[src/rtl/dwb_pkg.sv]
package dwb_pkg;

    localparam int DATA_W  = 8;
    localparam int MADDR_W = 8;

    localparam logic [3:0] OFS_ADDR_LO  = 4'h0;
    localparam logic [3:0] OFS_ADDR_HI  = 4'h1;
    localparam logic [3:0] OFS_PAGE     = 4'h2;
    localparam logic [3:0] OFS_CNT_LO   = 4'h4;
    localparam logic [3:0] OFS_CNT_HI   = 4'h5;
    localparam logic [3:0] OFS_CMD      = 4'h8;
    localparam logic [3:0] OFS_REQ      = 4'h9;
    localparam logic [3:0] OFS_MASK1    = 4'hA;
    localparam logic [3:0] OFS_MODE     = 4'hB;
    localparam logic [3:0] OFS_CLEAR    = 4'hD;
    localparam logic [3:0] OFS_UNMASK4  = 4'hE;
    localparam logic [3:0] OFS_MASKSET  = 4'hF;

    localparam logic [MADDR_W-1:0] PAGE_LO_BASE = 8'h80;
    localparam logic [MADDR_W-1:0] PAGE_HI_BASE = 8'h88;

    typedef enum logic [1:0] {
        SEQ_WR1 = 2'd0,
        SEQ_WR4 = 2'd1,
        SEQ_RD  = 2'd2
    } seq_kind_e;

    typedef struct packed {
        logic [15:0]       addr;
        logic [15:0]       cnt;
        logic [DATA_W-1:0] page;
    } chan_shadow_t;

    function automatic logic [MADDR_W-1:0] page_index(input logic [1:0] sub);
        case (sub)
            2'd0:    return 8'd7;
            2'd1:    return 8'd3;
            2'd2:    return 8'd1;
            default: return 8'd2;
        endcase
    endfunction

    function automatic logic [MADDR_W-1:0] ctrl_base(input logic upper);
        return upper ? 8'hC0 : 8'h00;
    endfunction

endpackage

[src/rtl/dwb_window_decode.sv]
module dwb_window_decode #(
    parameter int NUM_CH = 8,
    parameter int AW     = 16,
    localparam int CH_W  = $clog2(NUM_CH)
) (
    input  logic [NUM_CH-1:0]         win_en,
    input  logic [NUM_CH-1:0][AW-1:0] win_base,
    input  logic [AW-1:0]             addr,
    output logic                      hit,
    output logic [CH_W-1:0]           ch
);
    logic [NUM_CH-1:0] match;

    for (genvar g = 0; g < NUM_CH; g++) begin : g_match
        assign match[g] = win_en[g] && (win_base[g] != '0)
                          && (addr[AW-1:4] == win_base[g][AW-1:4]);
    end

    always_comb begin
        hit = |match;
        ch  = '0;
        for (int i = NUM_CH - 1; i >= 0; i--) begin
            if (match[i]) ch = CH_W'(i);
        end
    end
endmodule

[src/rtl/dwb_channel_regs.sv]
module dwb_channel_regs
    import dwb_pkg::*;
#(
    parameter int NUM_CH = 8,
    parameter int AW     = 16,
    localparam int CH_W  = $clog2(NUM_CH)
) (
    input  logic                      clk,
    input  logic                      rst,
    input  logic                      cfg_we,
    input  logic [CH_W-1:0]           cfg_ch,
    input  logic                      cfg_en,
    input  logic [AW-1:0]             cfg_base,
    input  logic                      sh_we,
    input  logic [CH_W-1:0]           sh_ch,
    input  logic [3:0]                sh_ofs,
    input  logic [DATA_W-1:0]         sh_data,
    output logic [NUM_CH-1:0]         win_en,
    output logic [NUM_CH-1:0][AW-1:0] win_base,
    input  logic [CH_W-1:0]           rd_ch,
    output chan_shadow_t              rd_shadow
);
    chan_shadow_t sh_q [NUM_CH];

    for (genvar g = 0; g < NUM_CH; g++) begin : g_chan
        always_ff @(posedge clk) begin
            if (rst) begin
                win_en[g]   <= 1'b0;
                win_base[g] <= '0;
                sh_q[g]     <= '0;
            end else begin
                if (cfg_we && cfg_ch == CH_W'(g)) begin
                    win_en[g]   <= cfg_en;
                    win_base[g] <= cfg_base;
                end
                if (sh_we && sh_ch == CH_W'(g)) begin
                    case (sh_ofs)
                        OFS_ADDR_LO: sh_q[g].addr[7:0]  <= sh_data;
                        OFS_ADDR_HI: sh_q[g].addr[15:8] <= sh_data;
                        OFS_PAGE:    sh_q[g].page       <= sh_data;
                        OFS_CNT_LO:  sh_q[g].cnt[7:0]   <= sh_data;
                        OFS_CNT_HI:  sh_q[g].cnt[15:8]  <= sh_data;
                        default: ;
                    endcase
                end
            end
        end
    end

    assign rd_shadow = sh_q[rd_ch];
endmodule

[src/rtl/dwb_fwd_seq.sv]
module dwb_fwd_seq
    import dwb_pkg::*;
(
    input  logic               clk,
    input  logic               rst,
    input  logic               start,
    input  seq_kind_e          kind,
    input  logic [MADDR_W-1:0] addr,
    input  logic [DATA_W-1:0]  data,
    output logic               busy,
    output logic               done,
    output logic               m_valid,
    input  logic               m_ready,
    output logic               m_we,
    output logic [MADDR_W-1:0] m_addr,
    output logic [DATA_W-1:0]  m_wdata
);
    seq_kind_e          kind_q;
    logic [MADDR_W-1:0] addr_q;
    logic [DATA_W-1:0]  data_q;
    logic [1:0]         beat_q;
    logic               last;

    assign last    = (kind_q != SEQ_WR4) || (beat_q == 2'd3);
    assign m_valid = busy;
    assign m_we    = (kind_q != SEQ_RD);
    assign m_addr  = addr_q;
    assign m_wdata = (kind_q == SEQ_WR4) ? {6'b0, beat_q} : data_q;
    assign done    = busy && m_ready && last;

    always_ff @(posedge clk) begin
        if (rst) begin
            busy   <= 1'b0;
            kind_q <= SEQ_WR1;
            addr_q <= '0;
            data_q <= '0;
            beat_q <= '0;
        end else if (!busy) begin
            if (start) begin
                busy   <= 1'b1;
                kind_q <= kind;
                addr_q <= addr;
                data_q <= data;
                beat_q <= '0;
            end
        end else if (m_ready) begin
            if (last) busy <= 1'b0;
            else      beat_q <= beat_q + 2'd1;
        end
    end
endmodule

[src/rtl/dma_window_bridge.sv]
module dma_window_bridge
    import dwb_pkg::*;
#(
    parameter int NUM_CH = 8,
    parameter int AW     = 16,
    localparam int CH_W  = $clog2(NUM_CH)
) (
    input  logic               clk,
    input  logic               rst,
    input  logic               cfg_we,
    input  logic [CH_W-1:0]    cfg_ch,
    input  logic               cfg_en,
    input  logic [AW-1:0]      cfg_base,
    input  logic               s_valid,
    output logic               s_ready,
    input  logic               s_write,
    input  logic [AW-1:0]      s_addr,
    input  logic [DATA_W-1:0]  s_wdata,
    output logic               resp_valid,
    output logic               s_hit,
    output logic [DATA_W-1:0]  s_rdata,
    output logic               m_valid,
    input  logic               m_ready,
    output logic               m_we,
    output logic [MADDR_W-1:0] m_addr,
    output logic [DATA_W-1:0]  m_wdata,
    input  logic [DATA_W-1:0]  m_rdata
);
    logic [NUM_CH-1:0]         win_en;
    logic [NUM_CH-1:0][AW-1:0] win_base;
    logic                      dec_hit;
    logic [CH_W-1:0]           dec_ch;
    chan_shadow_t              shadow;
    logic [3:0]                ofs;
    logic                      upper;
    logic [MADDR_W-1:0]        cb;
    logic                      accept;
    logic                      seq_busy;
    logic                      seq_done;
    logic                      is_fwd;
    seq_kind_e                 fkind;
    logic [MADDR_W-1:0]        faddr;
    logic [DATA_W-1:0]         fdata;
    logic [DATA_W-1:0]         local_rd;
    logic                      pend_read;

    assign ofs     = s_addr[3:0];
    assign s_ready = !seq_busy;
    assign accept  = s_valid && s_ready;
    assign upper   = (int'(dec_ch) >= NUM_CH / 2);
    assign cb      = ctrl_base(upper);

    dwb_window_decode #(.NUM_CH(NUM_CH), .AW(AW)) u_decode (
        .win_en   (win_en),
        .win_base (win_base),
        .addr     (s_addr),
        .hit      (dec_hit),
        .ch       (dec_ch)
    );

    dwb_channel_regs #(.NUM_CH(NUM_CH), .AW(AW)) u_regs (
        .clk       (clk),
        .rst       (rst),
        .cfg_we    (cfg_we),
        .cfg_ch    (cfg_ch),
        .cfg_en    (cfg_en),
        .cfg_base  (cfg_base),
        .sh_we     (accept && dec_hit && s_write),
        .sh_ch     (dec_ch),
        .sh_ofs    (ofs),
        .sh_data   (s_wdata),
        .win_en    (win_en),
        .win_base  (win_base),
        .rd_ch     (dec_ch),
        .rd_shadow (shadow)
    );

    always_comb begin
        is_fwd   = 1'b0;
        fkind    = SEQ_WR1;
        faddr    = cb + {4'h0, ofs};
        fdata    = s_wdata;
        local_rd = 8'hFF;
        if (s_write) begin
            case (ofs)
                OFS_PAGE: begin
                    is_fwd = 1'b1;
                    faddr  = (upper ? PAGE_HI_BASE : PAGE_LO_BASE) + page_index(dec_ch[1:0]);
                end
                OFS_CMD, OFS_REQ, OFS_MASK1, OFS_MODE, OFS_CLEAR: is_fwd = 1'b1;
                OFS_UNMASK4: begin
                    is_fwd = 1'b1;
                    fkind  = SEQ_WR4;
                    faddr  = cb + {4'h0, OFS_MASK1};
                end
                OFS_MASKSET: begin
                    is_fwd = 1'b1;
                    faddr  = cb + {4'h0, OFS_MASK1};
                    fdata  = {s_wdata[5:0], dec_ch[1:0]};
                end
                default: ;
            endcase
        end else begin
            case (ofs)
                OFS_ADDR_LO: local_rd = shadow.addr[7:0];
                OFS_ADDR_HI: local_rd = shadow.addr[15:8];
                OFS_PAGE:    local_rd = shadow.page;
                OFS_CNT_LO:  local_rd = shadow.cnt[7:0];
                OFS_CNT_HI:  local_rd = shadow.cnt[15:8];
                OFS_REQ: begin
                    is_fwd = 1'b1;
                    fkind  = SEQ_RD;
                    faddr  = cb + {4'h0, OFS_CMD};
                end
                default: ;
            endcase
        end
    end

    dwb_fwd_seq u_seq (
        .clk     (clk),
        .rst     (rst),
        .start   (accept && dec_hit && is_fwd),
        .kind    (fkind),
        .addr    (faddr),
        .data    (fdata),
        .busy    (seq_busy),
        .done    (seq_done),
        .m_valid (m_valid),
        .m_ready (m_ready),
        .m_we    (m_we),
        .m_addr  (m_addr),
        .m_wdata (m_wdata)
    );

    always_ff @(posedge clk) begin
        if (rst) begin
            resp_valid <= 1'b0;
            s_hit      <= 1'b0;
            s_rdata    <= 8'hFF;
            pend_read  <= 1'b0;
        end else begin
            resp_valid <= 1'b0;
            if (accept) begin
                s_hit     <= dec_hit;
                pend_read <= !s_write;
                if (!(dec_hit && is_fwd)) begin
                    resp_valid <= 1'b1;
                    s_rdata    <= (dec_hit && !s_write) ? local_rd : 8'hFF;
                end
            end
            if (seq_done) begin
                resp_valid <= 1'b1;
                s_rdata    <= pend_read ? m_rdata : 8'hFF;
            end
        end
    end
endmodule

[config.mk]
export PLATFORM = sky130hd
export DESIGN_NAME = dma_window_bridge
export DESIGN_NICKNAME = d
export VERILOG_FILES = /design/src/rtl/dwb_pkg.sv /design/src/rtl/dwb_window_decode.sv /design/src/rtl/dwb_channel_regs.sv /design/src/rtl/dwb_fwd_seq.sv /design/src/rtl/dma_window_bridge.sv
export SDC_FILE = /design/constraint.sdc
export NUM_CORES = 1
export LEC_CHECK = 0
export ABC_CLOCK_PERIOD_IN_PS = 6000
export BUFFER_PORTS_ARGS = -buffer_cell sky130_fd_sc_hd__buf_4
export CAP_MARGIN = 30
export CELL_PAD_IN_SITES_DETAIL_PLACEMENT = 2
export CELL_PAD_IN_SITES_GLOBAL_PLACEMENT = 2
export CORE_MARGIN = 2
export CORE_UTILIZATION = 45
export CTS_CLUSTER_SIZE = 24
export DETAILED_ROUTE_END_ITERATION = 16
export MAX_ROUTING_LAYER = met4
export PLACE_DENSITY_LB_ADDON = 0.1
export SETUP_SLACK_MARGIN = 0.2
export SYNTH_ARGS = -nofsm -noshare
export SYNTH_HDL_FRONTEND = slang
export SYNTH_HIERARCHICAL = 1
export SYNTH_SLANG_ARGS = --single-unit
[constraint.sdc]
create_clock -name clk -period 6 [get_ports clk]
set_input_delay 0.3 -clock clk [delete_from_list [all_inputs] [get_ports clk]]
set_output_delay 0.3 -clock clk [all_outputs]
set_load 0.01 [all_outputs]
==> results.rst, run 1 <==
.. list-table::
   :header-rows: 1

   * - Metric
     - Value
   * - Status
     - finished clean
   * - Routed vias/inst
     - 6.281
   * - Master cell of the clock root buffer
     - clkbuf_16
   * - Initial Util
     - 0.4578
   * - Resize count post-CTS
     - 0
   * - Clock tree sinks
     - 488
   * - Largest net degree at the start of global routing
     - 86
   * - Peak clock frequency supported by timing
     - 183.7 MHz
   * - Largest voltage drop on the vdd net
     - 0.2064 mV
   * - H-tree lvl count
     - 2
   * - Leak
     - 8.958 nW
   * - Leading cell type in the layout, fill and taps excluded
     - nand2_1
   * - Synthesized cell area
     - 23060 µm²
   * - Final HPWL DP
     - 63.96 mm
   * - Clock tree from TritonCTS
     - built
   * - Number of instances in the synthesized netlist
     - 2069
   * - Worst Path Class, Setup
     - register to register
   * - Yosys warnings
     - 6
   * - Startpoint types
     - register
   * - Number of I/O pins
     - 87
   * - Final critical path time including I/O delays and setup
     - 5442 ps
   * - Number of DRC markers after the initial detailed-route iteration
     - 1599
   * - Share of the core filled with cells in the final layout
     - 0.5140
   * - Share of total power in the clock network
     - 0.445
   * - Worst slew pin tran
     - 1097 ps
   * - TritonRoute pass-1 iters
     - 7
   * - Proportion of power drawn by flip-flops and latches
     - 0.492
   * - Type of the tightest min-delay check
     - input pin to register
   * - Clock buffer count from CTS
     - 54
   * - Total Negative Setup Slacks
     - 0 ps
   * - Endpoint kind of the worst setup timing path
     - register
   * - Clock edge transition at the registers on the reported setup and hold paths
     - 60 ps
   * - Data required, critical path
     - 6490 ps
   * - Core outline area
     - 50380 µm²
   * - Fill cells
     - 5011
   * - Distinct cells, synth
     - 67
   * - Combinational share of power
     - 0.063
   * - IO Port Bufs
     - 86
   * - Area enclosed by the die boundary
     - 53080 µm²
   * - Weighted congestion at the end of routability-driven global placement
     - 0.9378
   * - Mean Syn Cell Area
     - 11.15 µm²
   * - Commonest cells after routing, fill and taps aside
     - 357 x nand2_1, 346 x nor2_1, 320 x edfxtp_1
   * - Post-synth top flop
     - edfxtp_1
   * - P&R area growth vs syn
     - 12.26%
   * - Routed length per instance
     - 32.61 µm
   * - Die Height
     - 230.4 µm
   * - Vias in the first global route
     - 18.98k
   * - Number of nets in the finished design
     - 2156
   * - Final max-slew violation count
     - 0
   * - Aggregate global routing overflow
     - 0
   * - Number of flops mapped to enable cells by yosys
     - 320
   * - Net switching power figure
     - 0.001802 W
   * - Die boundary width
     - 230.4 µm
   * - Setup repair after global routing missed its margin
     - false
   * - First-pass GRT wire length
     - 132.8 mm
   * - Fraction of the cycle the final worst path needs
     - 0.9070
   * - Switching part of the total
     - 0.2378
   * - Maximum clock insertion buffer count
     - 3
   * - Cell-internal power
     - 0.005776 W
   * - Worst setup slack before clock tree synthesis
     - 489.6 ps
   * - Antenna Violating Nets Remaining
     - 0
   * - Pwr/cell area
     - 292.7 nW/µm²
   * - Sequential-to-total area share from yosys stat
     - 0.5625
   * - Total via count in the routed design
     - 17.66k
   * - Crit path arrival time
     - 5930 ps
   * - Total setup violations reported at the end of the flow
     - 0
   * - Initial antenna violation count
     - 1
   * - Max cap viols
     - 0
   * - Relative slew slack
     - 0.2670
   * - Source-to-sink clock delay at the later pin of the worst-skew pair
     - 620 ps
   * - Count of state elements after synthesis
     - 488
   * - Standard-cell row count
     - 82
   * - Post-synthesis async set-or-reset flop share
     - 0
   * - GRT Util Overall
     - 0.3551
   * - Biggest fanout along the worst timing path
     - 22
   * - Maximum clock skew at final layout
     - 25.68 ps
   * - Final hold violations
     - 0
   * - Share of post-route cells with drive strength above 1
     - 0.1374
   * - Worst Slack Setup Final
     - 557.8 ps
   * - Drt drc
     - 0
   * - Total detailed-routing wirelength
     - 91.69 mm
-- worst max-delay path, cell delays in order (launching register included) --
cell and delay, ps:
dfxtp_1 350, xor2_1 160, nor4_1 250, and3_1 190, nand4_1 240, o21ai_1 190
a21oi_1 120, o31ai_4 860, buf_4 310, buf_4 380, mux4_1 700, mux2_2 320
mux2i_1 240, o22ai_1 130, o32ai_1 360, nor3_1 120, a211o_1 350
-- metal layers --
metal / part of all wire / GRT usage
met3: 0.065 / 0.04088
met4: 0.056 / 0.1716
met5: 0 / -
met2: 0.51 / 0.6137
met1: 0.37 / 0.4128
-- registers in the layout (all words and copies together), names as in the netlist --
name,cells
u_seq/data_q,8
u_seq/m_addr,8
s_hit,1
u_seq/kind_q,2
u_regs/win_base,128
u_regs/sh_q,320
pend_read,1
resp_valid,1
u_seq/beat_q,2
u_seq/busy,1
u_regs/win_en,8
s_rdata,8
-- Yosys cell counts, types with 45 or more instances --
library cell  instances  area (µm²)
a21oi_1             159       795.8
buf_2                45       225.2
clkbuf_1             77       289.0
dfxtp_1             168        3363
edfxtp_1            320        9609
mux2_2               50       563.0
mux4_1               80        2102
nand2_1             362        1359
nand3_1              51       255.2
nor2_1              347        1303
nor4_1               48       300.3
xor2_1               87       762.0
-- power groups by stage --
stage,logic [W],registers [W],clock network [W]
after detailed placement,0.000463,0.00380,0
after global placement,0.000439,0.00378,0
after CTS,0.000467,0.00373,0.00342
final,0.000475,0.00373,0.00338
after global routing,0.000492,0.00373,0.00353
after floorplan,0.000259,0.00376,0
-- path summary, 6_finish.rpt --
| check | slack [ps] | cells after the start | from | endpoint |
|---|---|---|---|---|
| worst min register to register | 460 | 2 | u_regs/win_base[83] | u_regs/win_base[83] |
| worst max-delay path | 560 | 16 | u_regs/win_base[87] | s_rdata[1] |
| worst max register to register | 560 | 16 | u_regs/win_base[87] | s_rdata[1] |
| worst min-delay path | 30 | 3 | cfg_base[6] | u_regs/win_base[38] |
-- area by class of cell --
class	instances	area, µm²	area share
flip-flops and latches	488	12970	0.5010
multi-input cells	1406	9185	0.3548
clock buffers	70	1495	0.05775
repair buffers	137	1096	0.04233
well taps	672	840.8	0.03247
clock inverters	28	261.5	0.01010
inverters	10	37.54	0.001450
diodes	1	2.502	0.00009665
-- kinds of logic after synthesis --
logic type,after synthesis,synth area share
and+or+nand+nor,918,0.1742
DFF,488,0.5625
AOI/OAI and AO/OA,246,0.06309
buffers and inverters,176,0.04101
muxes,143,0.1217
xor gates and xnor gates,96,0.03678
adders and majority gates,1,0.0005424
other,1,0.0001626
-- through the flow --
step | power, W | hold WS (ps) | cells | instance area [µm²]
final | 0.007578 | 28.07 | 2812 | 25890
after global routing | 0.007754 | 35.66 | 2812 | 25890
after CTS | 0.007610 | 8.840 | 2807 | 25860
after detailed placement | 0.004259 | 453.7 | 2708 | 24090
after global placement | 0.004223 | 443.1 | 2703 | 24030
after floorplan | 0.004022 | 379.3 | 2070 | 23070
-- repair_timing --
item | CTS | global route
endpoints found under the hold margin | 1 | 0
buffers inserted | 0 | 0
hold buffers | 1 | 0
Power figures use the tool's default switching activity.
==> inputs of run 2 (changes only) <==
ABC_CLOCK_PERIOD_IN_PS = 5600   (was 6000)
CORE_UTILIZATION = 42   (was 45)
clock period = 5.6 ns   (was 6 ns; I/O delays follow)
==> run 2 against run 1 <==
  * Final cell count rose by 2.0%
  * Sequential share of layout area fell by 0.60 points
  * Combinational power rose by 11%
  * Worst setup slack improved by 89 ps
  * Critical path type unchanged
  * Largest power group unchanged
  * Highest routed layer unchanged
==> results.rst, run 2 (synthesis results as in run 1) <==
.. list-table::
   :header-rows: 1

   * - Metric
     - Value
   * - IO Port Bufs
     - 86 (unchanged)
   * - Clock tree sinks
     - 488 (unchanged)
   * - Fraction of the cycle the final worst path needs
     - 0.8844 (-0.02261)
   * - TritonRoute pass-1 iters
     - 7 (unchanged)
   * - Final hold violations
     - 0 (unchanged)
   * - ANT cells
     - 0 (-1)
   * - Worst reg-to-reg path cell count
     - 16 (unchanged)
   * - Peak clock frequency supported by timing
     - 201.9 MHz (+9.9%)
   * - H-tree lvl count
     - 2 (unchanged)
   * - Crit path arrival time
     - 5440 ps (-490 ps)
   * - P&R area growth vs syn
     - 13.62%
   * - Leak
     - 9.088 nW (+1.5%)
   * - Endpoint kind of the worst setup timing path
     - register
   * - Registers with the highest flip-flop counts
     - u_regs/sh_q (320), u_regs/win_base (128)
   * - Weighted congestion at the end of routability-driven global placement
     - 0.9286 (-0.98%)
   * - Number of I/O pins
     - 87 (unchanged)
   * - Worst Path Class, Setup
     - register to register
   * - Pwr/cell area
     - 307.9 nW/µm² (+5.2%)
   * - Register containing the most flip-flops in the final layout
     - u_regs/sh_q
   * - Total via count in the routed design
     - 17.30k (-2.1%)
   * - Reg-to-reg endpoint
     - s_rdata[2]
   * - Number of DRC markers after the initial detailed-route iteration
     - 1183 (-26%)
   * - Vias in the first global route
     - 18.59k (-2.0%)
   * - Data required, critical path
     - 6090 ps (-400 ps)
   * - First-pass GRT wire length
     - 128.8 mm (-3.0%)
   * - Total detailed-routing wirelength
     - 89.14 mm (-2.8%)
   * - Initial Util
     - 0.4269 (-0.03094)
   * - Worst Slack Setup Final
     - 647.2 ps (+89.45 ps)
   * - GRT Util Overall
     - 0.3234 (-0.03169)
   * - Setup repair after global routing missed its margin
     - false
   * - Post-route standard cell area excluding fillers
     - 26200 µm² (+1.2%)
   * - Maximum clock skew at final layout
     - 24.54 ps (-1.136 ps)
   * - Drt drc
     - 0 (unchanged)
   * - Core outline area
     - 54030 µm² (+7.2%)
   * - Clock buffer count from CTS
     - 54 (unchanged)
   * - Commonest cells after routing, fill and taps aside
     - 357 x nand2_1, 346 x nor2_1, 320 x edfxtp_1
   * - Standard-cell row count
     - 85 (+3.7%)
   * - Largest voltage drop on the vdd net
     - 0.2160 mV (+4.7%)
   * - Share of the core filled with cells in the final layout
     - 0.4850 (-0.02894)
   * - Routed length per instance
     - 31.07 µm (-4.7%)
   * - Area of combinational cells with multiple inputs
     - 9185 µm² (unchanged)
   * - FF/Latch Area
     - 12970 µm² (unchanged)
   * - Final max-slew violation count
     - 0 (unchanged)
   * - Share of post-route cells with drive strength above 1
     - 0.1390 (+0.001531)
   * - Startpoint of the worst setup timing path
     - u_regs/win_base[76]
   * - Cell area reported after detailed placement
     - 24270 µm² (+0.72%)
   * - Startpoint types
     - register
   * - Initial antenna violation count
     - 1 (unchanged)
   * - Worst setup slack before clock tree synthesis
     - 577.0 ps (+87.42 ps)
   * - Start of the worst register-to-register path
     - u_regs/win_base[76]
   * - Clock tree from TritonCTS
     - built
   * - Clock edge transition at the registers on the reported setup and hold paths
     - 60 ps (about the same)
   * - Area enclosed by the die boundary
     - 56800 µm² (+7.0%)
   * - R2R Setup Slk
     - 650 ps (+90 ps)
   * - Final critical path time including I/O delays and setup
     - 4953 ps (-489.5 ps)
   * - Fill cells
     - 5383 (+7.4%)
   * - Total Negative Setup Slacks
     - 0 ps (unchanged)
   * - Resize count post-CTS
     - 0 (unchanged)
   * - Routed vias/inst
     - 6.028 (-4.0%)
   * - Aggregate global routing overflow
     - 0 (unchanged)
   * - Die Height
     - 238.3 µm (+3.4%)
   * - Die boundary width
     - 238.3 µm (+3.4%)
   * - Largest net degree at the start of global routing
     - 93 (+8.1%)
   * - Critical Path End
     - s_rdata[2]
   * - Type of the tightest min-delay check
     - input pin to register
   * - Status
     - finished clean
   * - Final HPWL DP
     - 61.50 mm (-3.8%)
   * - Antenna Violating Nets Remaining
     - 0 (unchanged)
   * - Source-to-sink clock delay at the later pin of the worst-skew pair
     - 610 ps (about the same)
   * - Worst hold path stage count
     - 4 (+1)
   * - Biggest fanout along the worst timing path
     - 36 (+64%)
   * - Total setup violations reported at the end of the flow
     - 0 (unchanged)
   * - Maximum clock insertion buffer count
     - 3 (unchanged)
   * - Master cell of the clock root buffer
     - clkbuf_16
   * - Worst slew pin tran
     - 999.7 ps (-97.58 ps)
   * - Leading cell type in the layout, fill and taps excluded
     - nand2_1
   * - Max cap viols
     - 0 (unchanged)
   * - Relative slew slack
     - 0.3300 (+0.06303)
   * - Number of nets in the finished design
     - 2187 (+1.4%)
   * - Number of flip-flops in the largest register
     - 320 (unchanged)
run 2: changes by cell type in the layout (fill, tap and decap cells not counted), moves of 2 or more:
cell	change
clkinvlp_4	-2
clkbuf_8	+3
buf_8	+3
clkinv_1	-2
buf_12	+2
clkinv_2	-4
buf_4	+9
clkbuf_1	+10
clkbuf_16	-2
dlygate4sd3_1	+18
run 2: how the worst min path moves through the flow:
stage	to	start	slack, ps
detailed placement	u_seq/data_q[4]	u_seq/data_q[4]	450
global route	resp_valid	rst	100
floorplan	u_seq/busy	rst	360
CTS	s_rdata[4]	m_rdata[4]	40
finish	s_rdata[4]	m_rdata[4]	60
global placement	u_seq/data_q[3]	u_seq/data_q[3]	440
run 2: power breakdown:
group | internal [W] | total, W | switching (W)
clock network | 0.00206 | 0.00356 | 0.00150
logic | 0.000170 | 0.000528 | 0.000358
registers | 0.00393 | 0.00398 | 0.0000505
total | 0.00616 | 0.00807 | 0.00191
run 2: through the flow:
| stage | hold WS, ps | power, W | cells |
|---|---|---|---|
| after global routing | 101.5 | 0.008270 | 2869 |
| after global placement | 440.5 | 0.004538 | 2745 |
| after detailed placement | 449.0 | 0.004568 | 2748 |
| final | 60.90 | 0.008068 | 2869 |
| after CTS | 40.93 | 0.008113 | 2868 |
| after floorplan | 359.3 | 0.004309 | 2070 |
run 2: routing by layer:
| layer | up-vias | global-route usage | routed length (µm) |
|---|---|---|---|
| li1 | 7516 | - | - |
| met3 | 187 | 0.03228 | 3813 |
| met1 | 9057 | 0.3700 | 34090 |
| met5 | - | - | 0 |
| met2 | 535 | 0.5766 | 46940 |
| met4 | 0 | 0.1413 | 4306 |
run 2: critical path: stages (launching register included):
cell,delay (ps)
dfxtp_1,350
nor4_1,690
nand4_1,200
nand3_1,120
nor2_1,60
inv_1,70
a21oi_1,100
o31ai_4,270
buf_12,320
buf_4,340
mux4_1,760
mux2_2,350
mux2i_1,250
o22ai_1,210
o32ai_1,310
nor3_1,70
a211o_1,300
run 2: layout make-up:
| class | count | area share |
|---|---|---|
| inverters | 10 | 0.001432 |
| well taps | 696 | 0.03323 |
| multi-input cells | 1406 | 0.3505 |
| repair buffers | 168 | 0.05410 |
| clock inverters | 19 | 0.007210 |
| clock buffers | 82 | 0.05844 |
| flip-flops and latches | 488 | 0.4951 |
run 2: repair_timing:
action | 4_1_cts | 5_1_grt
hold endpoints to repair | 103 | 0
hold buffers | 19 | 0
buffers inserted | 0 | 0
